===== src/rtl/rxpk_pkg.sv =====
`timescale 1ns/1ps
package rxpk_pkg;

    localparam int BYTE_W = 8;
    localparam int CHR_W  = 9;
    localparam int LEN_W  = 2;

    // Status byte bit positions (decoded by software reading the FIFO)
    localparam int ST_PAR_OR_D8 = 0;
    localparam int ST_BRK       = 1;
    localparam int ST_FRM       = 2;
    localparam int ST_OVR       = 3;

    typedef enum logic [LEN_W-1:0] {
        LEN_7  = 2'd0,
        LEN_8  = 2'd1,
        LEN_9  = 2'd2,
        LEN_8B = 2'd3
    } len_e;

    typedef struct packed {
        logic [CHR_W-1:0] bits;
        logic             par_err;
        logic             frm_err;
        logic             brk;
        logic             ovr;
    } chr_t;

    typedef struct packed {
        logic wide;
        len_e len;
        logic par_en;
    } cfg_t;

    typedef struct packed {
        logic [BYTE_W-1:0] data;
        logic [BYTE_W-1:0] stat;
        logic              two;
    } pair_t;

    function automatic logic [BYTE_W-1:0] make_data(input chr_t c, input cfg_t g);
        logic [BYTE_W-1:0] d;
        d = c.bits[BYTE_W-1:0];
        if (g.len == LEN_7) begin
            d[BYTE_W-1] = 1'b0;
        end
        return d;
    endfunction

    function automatic logic [BYTE_W-1:0] make_stat(input chr_t c, input cfg_t g,
                                                    input logic lost);
        logic [BYTE_W-1:0] s;
        s = '0;
        if (g.len == LEN_9) begin
            s[ST_PAR_OR_D8] = c.bits[CHR_W-1];
        end else begin
            s[ST_PAR_OR_D8] = c.par_err & g.par_en;
        end
        s[ST_BRK] = c.brk;
        s[ST_FRM] = c.frm_err;
        s[ST_OVR] = c.ovr | lost;
        return s;
    endfunction

endpackage


===== src/rtl/rxpk_format.sv =====
`timescale 1ns/1ps
module rxpk_format
    import rxpk_pkg::*;
(
    input  chr_t  chr,
    input  cfg_t  cfg,
    input  logic  lost,
    output pair_t pair
);
    always_comb begin
        pair.data = make_data(chr, cfg);
        pair.stat = make_stat(chr, cfg, lost);
        pair.two  = cfg.wide;
    end
endmodule


===== src/rtl/rxpk_lost.sv =====
`timescale 1ns/1ps
module rxpk_lost (
    input  logic clk,
    input  logic rst,
    input  logic drop,
    input  logic take,
    output logic lost
);
    always_ff @(posedge clk) begin
        if (rst) begin
            lost <= 1'b0;
        end else if (drop) begin
            lost <= 1'b1;
        end else if (take) begin
            lost <= 1'b0;
        end
    end

    AST_DROP_MARKS: assert property (@(posedge clk) disable iff (rst)
        drop |=> lost) else $error("drop not remembered");
endmodule


===== src/rtl/rxpk_emit.sv =====
`timescale 1ns/1ps
module rxpk_emit
    import rxpk_pkg::*;
(
    input  logic              clk,
    input  logic              rst,
    input  logic              take,
    input  pair_t             pair,
    input  logic              fifo_rdy,
    output logic              can_take,
    output logic              fifo_wr,
    output logic [BYTE_W-1:0] fifo_data
);
    localparam int CNT_W = 2;

    logic [CNT_W-1:0]  cnt_q;
    logic [BYTE_W-1:0] head_q;
    logic [BYTE_W-1:0] tail_q;
    logic              pop;

    assign fifo_wr   = (cnt_q != '0);
    assign fifo_data = head_q;
    assign pop       = fifo_wr & fifo_rdy;
    assign can_take  = (cnt_q == 2'd0) | ((cnt_q == 2'd1) & fifo_rdy);

    always_ff @(posedge clk) begin
        if (rst) begin
            cnt_q  <= '0;
            head_q <= '0;
            tail_q <= '0;
        end else if (take) begin
            head_q <= pair.data;
            tail_q <= pair.stat;
            cnt_q  <= pair.two ? 2'd2 : 2'd1;
        end else if (pop) begin
            cnt_q <= cnt_q - 2'd1;
            if (cnt_q == 2'd2) begin
                head_q <= tail_q;
            end
        end
    end

    AST_HOLD_STALL: assert property (@(posedge clk) disable iff (rst)
        (fifo_wr && !fifo_rdy) |=> (fifo_wr && $stable(fifo_data))) else $error("stall broke");
    AST_STATUS_FOLLOWS: assert property (@(posedge clk) disable iff (rst)
        (cnt_q == 2'd2 && fifo_rdy) |=> fifo_wr) else $error("status missing");
    AST_STATUS_UPPER: assert property (@(posedge clk) disable iff (rst)
        (cnt_q == 2'd2 && fifo_rdy) |=> (fifo_data[BYTE_W-1:4] == '0)) else $error("status upper");
endmodule


===== src/rtl/rxpk_top.sv =====
`timescale 1ns/1ps
module rxpk_top
    import rxpk_pkg::*;
(
    input  logic              clk,
    input  logic              rst,
    input  logic              chr_vld,
    input  logic [CHR_W-1:0]  chr_bits,
    input  logic              chr_par_err,
    input  logic              chr_frm_err,
    input  logic              chr_brk,
    input  logic              chr_ovr,
    input  logic              cfg_wide,
    input  logic [LEN_W-1:0]  cfg_len,
    input  logic              cfg_par_en,
    input  logic              fifo_rdy,
    output logic              fifo_wr,
    output logic [BYTE_W-1:0] fifo_data
);
    chr_t  chr;
    cfg_t  cfg;
    pair_t pair;
    logic  can_take;
    logic  take;
    logic  drop;
    logic  lost;

    always_comb begin
        chr.bits    = chr_bits;
        chr.par_err = chr_par_err;
        chr.frm_err = chr_frm_err;
        chr.brk     = chr_brk;
        chr.ovr     = chr_ovr;
        cfg.wide    = cfg_wide;
        cfg.len     = len_e'(cfg_len);
        cfg.par_en  = cfg_par_en;
    end

    assign take = chr_vld & can_take;
    assign drop = chr_vld & ~can_take;

    rxpk_format u_format (
        .chr  (chr),
        .cfg  (cfg),
        .lost (lost),
        .pair (pair)
    );

    rxpk_lost u_lost (
        .clk  (clk),
        .rst  (rst),
        .drop (drop),
        .take (take),
        .lost (lost)
    );

    rxpk_emit u_emit (
        .clk       (clk),
        .rst       (rst),
        .take      (take),
        .pair      (pair),
        .fifo_rdy  (fifo_rdy),
        .can_take  (can_take),
        .fifo_wr   (fifo_wr),
        .fifo_data (fifo_data)
    );

    AST_WRITE_NEXT: assert property (@(posedge clk) disable iff (rst)
        (chr_vld && fifo_rdy && !(fifo_wr && fifo_data != fifo_data)) && can_take |=> fifo_wr) else $error("no write");
    AST_LEN7_MSB: assert property (@(posedge clk) disable iff (rst)
        (take && cfg_len == LEN_7) |=> (fifo_data[BYTE_W-1] == 1'b0)) else $error("bit7 set");
endmodule


===== config.mk =====
export PLATFORM = sky130hd
export DESIGN_NAME = rxpk_top
export DESIGN_NICKNAME = d
export VERILOG_FILES = /design/src/rtl/rxpk_pkg.sv /design/src/rtl/rxpk_format.sv /design/src/rtl/rxpk_lost.sv /design/src/rtl/rxpk_emit.sv /design/src/rtl/rxpk_top.sv
export SDC_FILE = /design/constraint.sdc
export NUM_CORES = 1
export LEC_CHECK = 0
export CAP_MARGIN = 20
export CORE_UTILIZATION = 40
export CTS_CLUSTER_SIZE = 10
export DETAILED_ROUTE_END_ITERATION = 6
export PLACE_DENSITY = 0.77
export SYNTH_ARGS = -nofsm -noshare
export SYNTH_HDL_FRONTEND = slang
export SYNTH_SLANG_ARGS = --single-unit

===== constraint.sdc =====
create_clock -name clk -period 4.4 [get_ports clk]
set_clock_uncertainty 0.15 [all_clocks]
set_input_delay 1.32 -clock clk [delete_from_list [all_inputs] [get_ports clk]]
set_output_delay 1.32 -clock clk [all_outputs]
set_load 0.01 [all_outputs]

==> summary.txt <==
Drt
  – DRC errors left: 0
  – Avg WL per Cell: 13.2 um
  – Total wire length: 1840 um
  – Post-DR vias/cell: 5.54
  – Vias post-DR: 776
  – Router iterations before antenna repair: 4
  – DRT antenna net count: 0
  – Initial drt markers: 8

Final layout
  – Share of layout cells above drive strength 1: 5.22%
  – Nets: 140
  – Sequential cell area: 300 sq um
  – Synthesis-to-finish area growth: 35.6%
  – Filler cells: 179
  – # diodes: 0
  – Area occupied by multi-input gates: 429 sq um
  – Final instance area: 0.00110 sq mm
  – Post-Route Utilization: 60.8%
  – Finished Layout Cells: 140

GRT
  – Total GRT Usage: 18.4%
  – M1 GR Usage: 22.8%
  – Largest net degree at the start of global routing: 18
  – Vias in the first global route: 700
  – GR Util met3: 6.15%
  – First-pass GRT wire length: 2870 um
  – Grt total ovfl: 0
  – Met2 Usage GRT: 30.0%
  – Initial antenna violation count: 0
  – Top Usage Layer GRT: met2

Placed design
  – GPL Wtd Cong: 0.776
  – Port buffer count: 29
  – Hpwl dp: 1330 um
  – Dpl cells: 136
  – Placed Area: 0.00107 sq mm

Floorplan
  – Die Wd: 47.0 um
  – Rows: 15
  – Core area: 0.00180 sq mm
  – Die area: 0.00220 sq mm
  – Initial Util: 44.9%
  – Die Y: 47.0 um
  – Io pins: 30

STA
  – Worst-margin pin slew: 0.600 ns
  – Relative slew slack: 59.9%
  – RSZ-0062 raised after global routing: false
  – Fmax achieved: 308 MHz
  – Fin Setup TNS: 0 ns
  – Fin. Hold Viols: 0
  – Fin Hold WS: 0.332 ns
  – Crit path time final: 3.24 ns
  – Fin crit share: 73.7%
  – Slew Viols, Final: 0
  – # setup viols final: 0

Power and ir drop
  – PD cells: 373 mW/mm^2
  – Peak VDD IR: 0.227 mV
  – P_leak: 0.433 nW

Clock network
  – TritonCTS buffer count: 3
  – CTS max path bufs: 2
  – Root Driver: clkbuf_4
  – Clock transition at the registers of the reported paths: 0.08 ns
  – Post-CTS sizing: 0
  – Worst skew pair latency: 0.29 ns
  – H-Tree Depth: 1
  – # Post-CTS Setup Buffers: 0
  – CTS tree: done
  – Hold Buf Count CTS: 0
  – Clk sinks: 15

Worst setup path
  – Cell mode on critical path: inv_1
  – Crit path capture type: primary output
  – CP Launch Type: flip-flop
  – Worst path bufs/invs: 3
  – Data required, critical path: 2.93 ns
  – Critical path arrival: 1.77 ns
  – Slowest cell on the critical path: clkdlybuf4s50_1
  – Worst Path Max Fanout: 10
  – CP Class: reg -> out
  – Critical path's largest stage delay: 0.53 ns
  – CP Cell Sequence: inv_1 -> ha_1 -> inv_1 -> clkdlybuf4s50_1
  – CP top delay family: buffers and inverters

Logic synthesis
  – Seq/Total Area, Yosys: 37.2%
  – Register bit total from synthesis: 15
  – Mapped Cells: 90
  – Top-area cell type share of the netlist area: 37.2%
  – Synth warn: 0
  – Post-synthesis cell type count: 27
  – Cell taking the most area after synthesis: dfxtp_1
  – Avg Inst Size Synth: 8.98 sq um
  – Post-Syn Area: 808 sq um
  – Post-Syn Nets: 114
  – Top cells by area, synth: dfxtp_1 37%, mux2i_1 6.2%, a21oi_1 5.6%

Status
  – Status: finished clean

Hold path
  – Hold/Removal Path Class: reg -> reg

Run
  – Maximum capacitance violations: 0
cell usage in the layout, fill, tap and decap left out, drive strengths merged:
| master | instances |
|---|---|
| nand2 | 3 |
| clkbuf | 4 |
| o2111ai | 1 |
| a2bb2oi | 1 |
| nor3 | 5 |
| nand3b | 3 |
| nor2 | 3 |
| a221oi | 1 |
| a22oi | 1 |
| ha | 3 |
| a21o | 1 |
| nor3b | 1 |
| o211ai | 5 |
| o21ai | 5 |
| a31oi | 1 |
| inv | 5 |
| clkdlybuf4s50 | 29 |
| a311oi | 1 |
| a211oi | 5 |
| dfxtp | 15 |
| mux2i | 5 |
| nand3 | 7 |
| a21oi | 10 |
registers in the layout (all words and copies together) (netlist names):
name and cells:
u_emit.tail_q 4, u_lost.lost 1, u_emit.fifo_data 8, u_emit.cnt_q 2
synthesized netlist by cell type, drive strengths merged:
cell type,n
dfxtp,15
a21oi,10
buf,7
nand3,7
a211oi,5
inv,5
mux2i,5
nor3,5
o211ai,5
o21ai,5
ha,3
nand2,3
nand3b,3
nor2,3
a21o,1
a221oi,1
a22oi,1
a2bb2oi,1
a311oi,1
a31oi,1
clkbuf,1
nor3b,1
o2111ai,1
power breakdown:
part           switching, W  internal (W)
logic             0.0000806     0.0000795
registers         0.0000126      0.000156
clock network     0.0000450     0.0000353
total              0.000138      0.000271
layer usage:
layer	wire length [um]	up-vias
met5	0	-
met4	21	0
met3	77	4
met2	882	22
met1	861	365
li1	-	385
worst paths after layout:
path,cells past startpoint,startpoint,endpoint,slack (ns)
setup / recovery,4,u_emit.cnt_q[0],fifo_wr,1.16
hold / removal,2,u_emit.tail_q[2],u_emit.tail_q[2],0.33
setup reg to reg,5,u_emit.cnt_q[0],u_emit.fifo_data[3],2.53
hold reg to reg,2,u_emit.tail_q[2],u_emit.tail_q[2],0.33
kinds of logic (layout without fill, tap and decap cells):
family                   after synthesis  after routing  synth area share, %
adder cells (fa/ha/maj)                3              3                 4.64
multiplexers                           5              5                 6.19
AND/OR/NAND/NOR                       22             22                 15.5
flip-flops                            15             15                 37.2
AO/OA/AOI/OAI                         32             32                 26.8
buffers and inverters                 13             38                 9.75
cell type report:
type | instances | area share [%]
Sequential cell | 15 | 27.4
Timing Repair Buffer | 29 | 26.5
Clock buffer | 4 | 2.40
Inverter | 5 | 1.71
Multi-Input combinational cell | 62 | 39.2
Tap cell | 25 | 2.85
stage by stage:
stage | worst slack (ns) | power, W
after floorplan | 2.07 | 0.000285
after global placement | 1.28 | 0.000328
after detailed placement | 1.22 | 0.000332
after CTS | 1.16 | 0.000410
after global routing | 1.05 | 0.000438
final | 1.16 | 0.000409
worst register-to-register path, stage by stage, from the launching register on:
cell and delay [ns]:
dfxtp_1 0.36, inv_1 0.12, ha_1 0.37, a21o_1 0.32, nand2_1 0.18, a211oi_1 0.28
No activity file was read; power rests on OpenSTA's default activity.
